**config.mk**
```make
export PLATFORM = sky130hd
export DESIGN_NAME = bus_cycle_master
export DESIGN_NICKNAME = d
export VERILOG_FILES = /design/src/rtl/bus_cycle_pkg.sv /design/src/rtl/bcm_sequencer.sv /design/src/rtl/bcm_strobe_dec.sv /design/src/rtl/bcm_datapath.sv /design/src/rtl/bus_cycle_master.sv
export SDC_FILE = /design/constraint.sdc
export NUM_CORES = 1
export LEC_CHECK = 0
export BUFFER_PORTS_ARGS = -buffer_cell sky130_fd_sc_hd__buf_2
export CORE_MARGIN = 2
export CORE_UTILIZATION = 47
export CTS_BUF_LIST = sky130_fd_sc_hd__clkbuf_8
export DETAILED_ROUTE_END_ITERATION = 12
export PLACE_DENSITY_LB_ADDON = 0.3
export SYNTH_ARGS = -nofsm -noshare
export SYNTH_HDL_FRONTEND = slang
export SYNTH_HIERARCHICAL = 1
export SYNTH_SLANG_ARGS = --single-unit
```
**constraint.sdc**
```tcl
create_clock -name clk -period 1.8 [get_ports clk]
set_input_delay 0.45 -clock clk [delete_from_list [all_inputs] [get_ports clk]]
set_output_delay 0.45 -clock clk [all_outputs]
set_load 0.03 [all_outputs]
```
**src/rtl/bus_cycle_pkg.sv**
```systemverilog
package bus_cycle_pkg;
  typedef enum logic [2:0] {
    PH_IDLE = 3'd0,
    PH_C1   = 3'd1,
    PH_C2   = 3'd2,
    PH_WAIT = 3'd3,
    PH_C3   = 3'd4,
    PH_C4   = 3'd5
  } phase_t;

  localparam int KIND_W = 2;
  localparam int KIND_N = 4;

  function automatic logic kind_is_io(input logic [KIND_W-1:0] k);
    return k[1];
  endfunction

  function automatic logic kind_is_write(input logic [KIND_W-1:0] k);
    return k[0];
  endfunction

  function automatic logic phase_cmd(input phase_t p);
    return (p == PH_C2) || (p == PH_WAIT) || (p == PH_C3);
  endfunction
endpackage

```
**src/rtl/bcm_sequencer.sv**
```systemverilog
module bcm_sequencer
  import bus_cycle_pkg::*;
#(
  parameter int MAX_WAIT = 6
) (
  input  logic   clk,
  input  logic   rst_n,
  input  logic   start,
  input  logic   slave_rdy,
  output phase_t phase,
  output logic   done,
  output logic   timeout
);
  localparam int CNT_W = $clog2(MAX_WAIT + 2);

  logic [CNT_W-1:0] wcnt;
  logic             late;

  always_ff @(posedge clk or negedge rst_n) begin
    if (!rst_n) begin
      phase   <= PH_IDLE;
      wcnt    <= '0;
      late    <= 1'b0;
      done    <= 1'b0;
      timeout <= 1'b0;
    end else begin
      done    <= 1'b0;
      timeout <= 1'b0;
      case (phase)
        PH_IDLE: begin
          if (start) begin
            phase <= PH_C1;
            wcnt  <= '0;
            late  <= 1'b0;
          end
        end
        PH_C1: phase <= PH_C2;
        PH_C2: begin
          if (!slave_rdy && MAX_WAIT > 0) begin
            phase <= PH_WAIT;
            wcnt  <= CNT_W'(1);
          end else begin
            late  <= !slave_rdy;
            phase <= PH_C3;
          end
        end
        PH_WAIT: begin
          if (slave_rdy) begin
            phase <= PH_C3;
          end else if (wcnt == CNT_W'(MAX_WAIT)) begin
            late  <= 1'b1;
            phase <= PH_C3;
          end else begin
            wcnt <= wcnt + CNT_W'(1);
          end
        end
        PH_C3: phase <= PH_C4;
        PH_C4: begin
          phase   <= PH_IDLE;
          done    <= 1'b1;
          timeout <= late;
        end
        default: phase <= PH_IDLE;
      endcase
    end
  end
endmodule

```
**src/rtl/bcm_strobe_dec.sv**
```systemverilog
module bcm_strobe_dec
  import bus_cycle_pkg::*;
(
  input  phase_t             phase,
  input  logic [KIND_W-1:0]  kind,
  output logic [KIND_N-1:0]  strb_n,
  output logic               addr_latch,
  output logic               wdata_oe
);
  logic cmd_active;
  assign cmd_active = phase_cmd(phase);
  assign addr_latch = (phase == PH_C1);
  assign wdata_oe   = kind_is_write(kind) &&
                      (cmd_active || phase == PH_C4);

  for (genvar k = 0; k < KIND_N; k++) begin : g_strb
    assign strb_n[k] = !(cmd_active && kind == KIND_W'(k));
  end
endmodule

```
**src/rtl/bcm_datapath.sv**
```systemverilog
module bcm_datapath
  import bus_cycle_pkg::*;
#(
  parameter int ADDR_W    = 20,
  parameter int IO_ADDR_W = 16,
  parameter int DATA_W    = 8
) (
  input  logic              clk,
  input  logic              rst_n,
  input  logic              accept,
  input  logic [KIND_W-1:0] req_kind,
  input  logic [ADDR_W-1:0] req_addr,
  input  logic [DATA_W-1:0] req_wdata,
  input  logic              capture,
  input  logic [DATA_W-1:0] bus_rdata,
  output logic [KIND_W-1:0] kind_q,
  output logic [ADDR_W-1:0] addr_q,
  output logic [DATA_W-1:0] wdata_q,
  output logic [DATA_W-1:0] rdata_q
);
  logic [ADDR_W-1:0] addr_in;

  if (ADDR_W > IO_ADDR_W) begin : g_mask
    assign addr_in = kind_is_io(req_kind)
                   ? {{(ADDR_W-IO_ADDR_W){1'b0}}, req_addr[IO_ADDR_W-1:0]}
                   : req_addr;
  end else begin : g_nomask
    assign addr_in = req_addr;
  end

  always_ff @(posedge clk or negedge rst_n) begin
    if (!rst_n) begin
      kind_q  <= '0;
      addr_q  <= '0;
      wdata_q <= '0;
      rdata_q <= '0;
    end else begin
      if (accept) begin
        kind_q  <= req_kind;
        addr_q  <= addr_in;
        wdata_q <= req_wdata;
      end
      if (capture) rdata_q <= bus_rdata;
    end
  end
endmodule

```
**src/rtl/bus_cycle_master.sv**
```systemverilog
module bus_cycle_master
  import bus_cycle_pkg::*;
#(
  parameter int ADDR_W    = 20,
  parameter int IO_ADDR_W = 16,
  parameter int DATA_W    = 8,
  parameter int MAX_WAIT  = 6
) (
  input  logic              clk,
  input  logic              rst_n,
  input  logic              req_valid_i,
  output logic              req_ready_o,
  input  logic [1:0]        req_kind_i,
  input  logic [ADDR_W-1:0] req_addr_i,
  input  logic [DATA_W-1:0] req_wdata_i,
  output logic              done_o,
  output logic              timeout_o,
  output logic [DATA_W-1:0] rd_data_o,
  output logic              bus_addr_latch_o,
  output logic [ADDR_W-1:0] bus_addr_o,
  output logic [DATA_W-1:0] bus_wdata_o,
  output logic              bus_wdata_oe_o,
  input  logic [DATA_W-1:0] bus_rdata_i,
  input  logic              slave_rdy_i,
  output logic              mem_rd_n_o,
  output logic              mem_wr_n_o,
  output logic              io_rd_n_o,
  output logic              io_wr_n_o
);
  phase_t             phase;
  logic               accept;
  logic [KIND_W-1:0]  kind_q;
  logic [ADDR_W-1:0]  addr_q;
  logic [DATA_W-1:0]  wdata_q;
  logic [KIND_N-1:0]  strb_n;
  logic               oe;

  assign req_ready_o = (phase == PH_IDLE);
  assign accept      = req_valid_i && req_ready_o;

  bcm_sequencer #(.MAX_WAIT(MAX_WAIT)) i_seq (
    .clk       (clk),
    .rst_n     (rst_n),
    .start     (accept),
    .slave_rdy (slave_rdy_i),
    .phase     (phase),
    .done      (done_o),
    .timeout   (timeout_o)
  );

  bcm_datapath #(
    .ADDR_W    (ADDR_W),
    .IO_ADDR_W (IO_ADDR_W),
    .DATA_W    (DATA_W)
  ) i_dp (
    .clk       (clk),
    .rst_n     (rst_n),
    .accept    (accept),
    .req_kind  (req_kind_i),
    .req_addr  (req_addr_i),
    .req_wdata (req_wdata_i),
    .capture   (phase == PH_C3),
    .bus_rdata (bus_rdata_i),
    .kind_q    (kind_q),
    .addr_q    (addr_q),
    .wdata_q   (wdata_q),
    .rdata_q   (rd_data_o)
  );

  bcm_strobe_dec i_dec (
    .phase      (phase),
    .kind       (kind_q),
    .strb_n     (strb_n),
    .addr_latch (bus_addr_latch_o),
    .wdata_oe   (oe)
  );

  assign bus_addr_o     = (phase == PH_IDLE) ? '0 : addr_q;
  assign bus_wdata_oe_o = oe;
  assign bus_wdata_o    = oe ? wdata_q : '0;
  assign mem_rd_n_o     = strb_n[0];
  assign mem_wr_n_o     = strb_n[1];
  assign io_rd_n_o      = strb_n[2];
  assign io_wr_n_o      = strb_n[3];
endmodule

```
# Word level (Yosys, flattened, before mapping)
# Index checks and enable logic that the tools add are counted.
[word_totals]
regBits = 47
wordCells = 66
inputBits = 42
[classes]
muxes = 20
n_addsub = 1
n_reduce_logical = 20
n_eq_ne = 16
[ops]
columns = ["op", "count"]
rows = [
  ["20-bit 2-to-1 mux", 2],
  ["3-bit 2-to-1 mux", 8],
  ["3-bit one-hot mux with 5 select lines", 1],
  ["2-bit != test (second input constant)", 5],
  ["5-bit AND reduction", 2],
  ["3-bit == test (second input constant)", 3],
  ["3-bit one-hot mux with 3 select lines", 1],
  ["8-bit 2-to-1 mux", 1],
  ["3-bit by 2-bit == test with 1-bit output (second input constant)", 2],
  ["1-bit logical AND", 6],
  ["1-bit 2-to-1 mux", 6],
  ["1-bit zero test", 5],
  ["2-bit == test (second input constant)", 2],
  ["3-bit by 1-bit adder with 3-bit output (second input constant)", 1],
  ["3-bit by 1-bit == test with 1-bit output (second input constant)", 1],
  ["3-bit zero test", 1],
  ["1-bit logical OR", 3],
  ["3-bit != test (second input constant)", 1],
  ["1-bit one-hot mux with 3 select lines", 1],
  ["3-bit nonzero test", 1],
  ["2-bit by 1-bit == test with 1-bit output (second input constant)", 1],
  ["2-bit zero test", 1],
  ["2-bit by 1-bit != test with 1-bit output (second input constant)", 1],
  ["2-bit AND reduction", 1],
]

# Depth between registers and ports, before layout
[logic_depth]
word_depth = 6
depth_mapped = 6
depth_no_buf = 5

# Cells and area by module
# The synthesis kept the hierarchy.
[by_module_without_submodules]
columns = ["mod", "seq_area_each_um2", "area_per_inst_um2", "cells_each", "n_inst"]
rows = [
  ["bcm_datapath", 950.9, 1549.0, 89, 1],
  ["bcm_sequencer", 225.2, 546.8, 52, 1],
  ["bus_cycle_master", 0.0, 302.8, 37, 1],
  ["bcm_strobe_dec", 0.0, 87.6, 12, 1],
]

# Least setup slack after synthesis
# No wires, ideal clock.
[synth_path]
path_kind = "register -> output"
from = "reg i_seq.phase[1]"
to = "out bus_wdata_o[0]"
path_stages_with_launch = 4
t_arrival_ps = 1809
t_required_ps = 1350
path_buffers = 0
path_slack_ps = -459
path_cell_list = "dfrtp_1 ha_1 nor2b_1 and2_1"
[synth_via]
elab_chain_cells = 6
elab_cells_between_ends = 9
cone_classes = "eq/ne: 4; mux: 1; reduce/logical: 4"
[synth_lines]
columns = ["element", "line", "source"]
rows = [
  ["start, declared", "bcm_sequencer.sv:10", "output phase_t phase,"],
  ["start signal, assigned", "bcm_sequencer.sv:21", "phase <= PH_IDLE;"],
  ["start signal, assigned", "bcm_sequencer.sv:32", "phase <= PH_C1;"],
  ["start signal, assigned", "bcm_sequencer.sv:37", "PH_C1: phase <= PH_C2;"],
  ["3-bit by 2-bit == test with 1-bit output", "bus_cycle_pkg.sv:23", "return (p == PH_C2) || (p == PH_WAIT) || (p == PH_C3);"],
  ["1-bit logical OR (2 in a row)", "bus_cycle_pkg.sv:23", ""],
  ["1-bit logical OR (*)", "bcm_strobe_dec.sv:14", "(cmd_active || phase == PH_C4);"],
  ["1-bit logical AND (*)", "bcm_strobe_dec.sv:13", "assign wdata_oe = kind_is_write(kind) &&"],
  ["net bus_wdata_oe_o", "bus_cycle_master.sv:22", "output logic bus_wdata_oe_o,"],
  ["8-bit 2-to-1 mux (*)", "bus_cycle_master.sv:80", "assign bus_wdata_o = oe ? wdata_q : '0;"],
  ["end, declared", "bus_cycle_master.sv:21", "output logic [DATA_W-1:0] bus_wdata_o,"],
]
# The timed path passes the listed nets; every way through them passes the cells marked *.

# Worst setup path in the final report
[layout_path]
from = "reg i_seq.phase[1]"
to = "out bus_addr_o[15]"
[layout_via]
elab_chain_cells = 2
[layout_lines]
columns = ["element", "line", "source"]
rows = [
  ["3-bit zero test", "bus_cycle_master.sv:78", "assign bus_addr_o = (phase == PH_IDLE) ? '0 : addr_q;"],
  ["20-bit 2-to-1 mux", "bus_cycle_master.sv:78", ""],
  ["end, declared", "bus_cycle_master.sv:20", "output logic [ADDR_W-1:0] bus_addr_o,"],
]
# No other way between the ends.

==> results.cfg <==
[die]
die_w_um = 76.7
start_util_pct = 48.7
dieArea_sq_um = 5890
die_h_um = 76.7
io_pins = 87
core_sq_um = 5110
fp-row-count = 26

[critical_path]
crit_fanout = 16
cp_cell_sequence = buf_4, buf_12, o31a_1, buf_6
end_kind = output pin
critical_path.max_stage_delay_ns = 0.45
arrival_ns = 1.51
r2r_slack_ns = 0.01
worst_r2r_path_depth = 6
crit_type = reg -> out
slowest_stage = dfrtp_2
crit_path_start_kind = register
required_ns = 1.35
cp-endpoint = bus_addr_o[15]
startpoint = i_seq/phase[1]
r2r-end = i_seq/wcnt[2]
regToRegStartpoint = i_seq/phase[2]

[clocking]
clkSlewWorstSetupHoldPaths_ns = 0.09
h-tree-depth = 2
clock_latency_ns = 0.30
clock_sinks = 47
cts_root_buf = clkbuf_8
cts_buffers = 5
cts_tree = built
cts_max_path_buffers = 2
postCtsHoldBufs = 0

[sta]
tightest_slew_ns = 0.418
fin_crit_sh_pct = 109
finalSetupTns_ns = -2.95
setup_viol = 34
final.setup_skew_ns = 0.00802
fmax_ghz = 0.510
drv_slew = 0
post-route-min-period_ns = 1.96
max_slew_margin_pct = 72.1
hold_viol = 0
worst_slack_ns = -0.162
rsz0062_at_grt = yes

[drt]
ant_nets = 0
vias = 1850
viasPerCell = 5.14
wl_um = 5350
first_pass_iters = 4
drtIter0Drc = 89
routedWlPerCell_um = 14.9
drc = 0

[power_and_ir_drop]
pwr_density_cell_nw_per_um2 = 2120
finalPower_uw = 7140
ir_worst_vdd_v = 0.00125
leakage_uw = 0.00159

[final_layout]
fin_area_sq_um = 3360
layout.nets = 334
drive_gt1_share_pct = 58.3
area_growth_pct = 35.2
diodes = 0

[synthesis]
yosysWarnings = 6
yosysSeqAreaShare_pct = 47.3
synth_cell_types = 41
post-synth-top-count-cell = dfrtp_1
yosys.area.top_type_share_pct = 47.3
synth_edf_count = 0
synth_ff_type = dfrtp_1
ys_seq_elements = 47
synth.avg_cell_area_sq_um = 13.1
synth_common_cells = 47 x dfrtp_1, 22 x mux2_4, 20 x o31a_1
syn_inst = 190
ys_async_sr_fraction_pct = 100
netlist_area_sq_um = 2490
yosys-top-cells-area = dfrtp_1 47%, mux2_4 13%, o31a_1 7.0%, mux2_2 5.4%, and2_1 2.5%
synth_nets = 235
synth_top_area_cell = dfrtp_1

[place]
port_buffers = 86
dpl-instance-area_sq_um = 3090
gp_congestion = 0.757
place_hpwl_um = 3720
post-place-ws_ns = 0.0211

[global_route]
grt_pass1_vias = 1824
grt_max_degree = 31
grt.total_usage_pct = 18.5
antenna_found_initial = 0
gr-total-overflow = 0
grt_pass1_wl_um = 8840

[run_status]
violations = setup timing
status = finished, violations left

[worst_hold_path]
hold_path_class = in -> async

[flow_run]
drv_cap = 0
## per-layer routing
metal | share of wire [%] | vias to the layer above | GRT usage [%]
met5 | 0 | - | 0
met3 | 5.4 | 2 | 4.47
li1 | - | 891 | -
met2 | 49 | 51 | 31.4
met1 | 45 | 906 | 24.5
met4 | 0.39 | 0 | 2.73
## sequential cells by signal (all words and copies together), names as in the netlist
| name | cells |
|---|---|
| i_seq/done | 1 |
| i_seq/phase | 3 |
| i_dp/addr_q | 20 |
| i_seq/late | 1 |
| i_dp/rdata_q | 8 |
| i_seq/timeout | 1 |
| i_seq/wcnt | 3 |
| i_dp/wdata_q | 8 |
| i_dp/kind_q | 2 |
## power by group
part           internal (uW)  total [uW]  switching, uW
registers               1570        1900            335
logic                   2190        4590           2400
clock network            309         654            345
total                   4060        7140           3080
## layout by cell type (no fill, tap or decap), drive strengths merged, types with 2 or more instances in the layout
master  instances
ha              3
and2           10
nor3b           3
nand3b          6
mux2           34
dfrtp          47
buf           105
a21oi           2
o31a           20
inv             7
nor2b           7
clkbuf          6
nor2            4
o211ai          4
o21ai          10
nand2           3
## what timing repair did
item	in CTS	in global routing
setup endpoints to repair	35	52
cloned	1	0
setup buffers	0	1
pin swaps	5	7
resized for setup	42	7
## layout make-up
cell class                 count  area (sq um)
fill                         401          1750
clock inverter                 2          12.5
clock buffer                   6          82.6
multi-input combinational    124          1230
inverter                       6          22.5
tap                           70          87.6
timing repair buffer         105           746
sequential                    47          1180
## critical path, delay by kind of cell (launching register included)
family	cells	cell delay (ns)
DFF	1	0.45
buffers and inverters	3	0.44
AOI/OAI and AO/OA	1	0.31
## worst min-delay path by stage
stage | cells past startpoint | slack [ns] | to
floorplan | 0 | 0.15 | i_dp/addr_q[0]
global placement | 1 | 0.40 | i_dp/addr_q[6]
detailed placement | 1 | 0.41 | i_dp/addr_q[6]
CTS | 1 | 0.08 | i_dp/addr_q[6]
global route | 1 | 0.1 | i_dp/addr_q[6]
finish | 1 | 0.08 | i_dp/addr_q[8]
## stage by stage
stage                     hold slack, ns  cells  utilization, %
after global routing              0.0953    360            65.8
after detailed placement           0.406    350            60.4
after floorplan                    0.154    190               -
after CTS                         0.0799    359            65.1
after global placement             0.404    350            60.4
final                             0.0753    360            65.8
## cells by family (layout without fill, tap and decap cells)
group / after synthesis / in the layout / share of synthesized area, %
DFF: 47 / 47 / 47.3
AOI/OAI and AO/OA: 43 / 43 / 14.2
and+or+nand+nor: 42 / 43 / 11.6
muxes: 35 / 35 / 19.1
buffers and inverters: 20 / 119 / 6.24
adders and majority gates: 3 / 3 / 1.51
(Power assumes the default switching activity.)
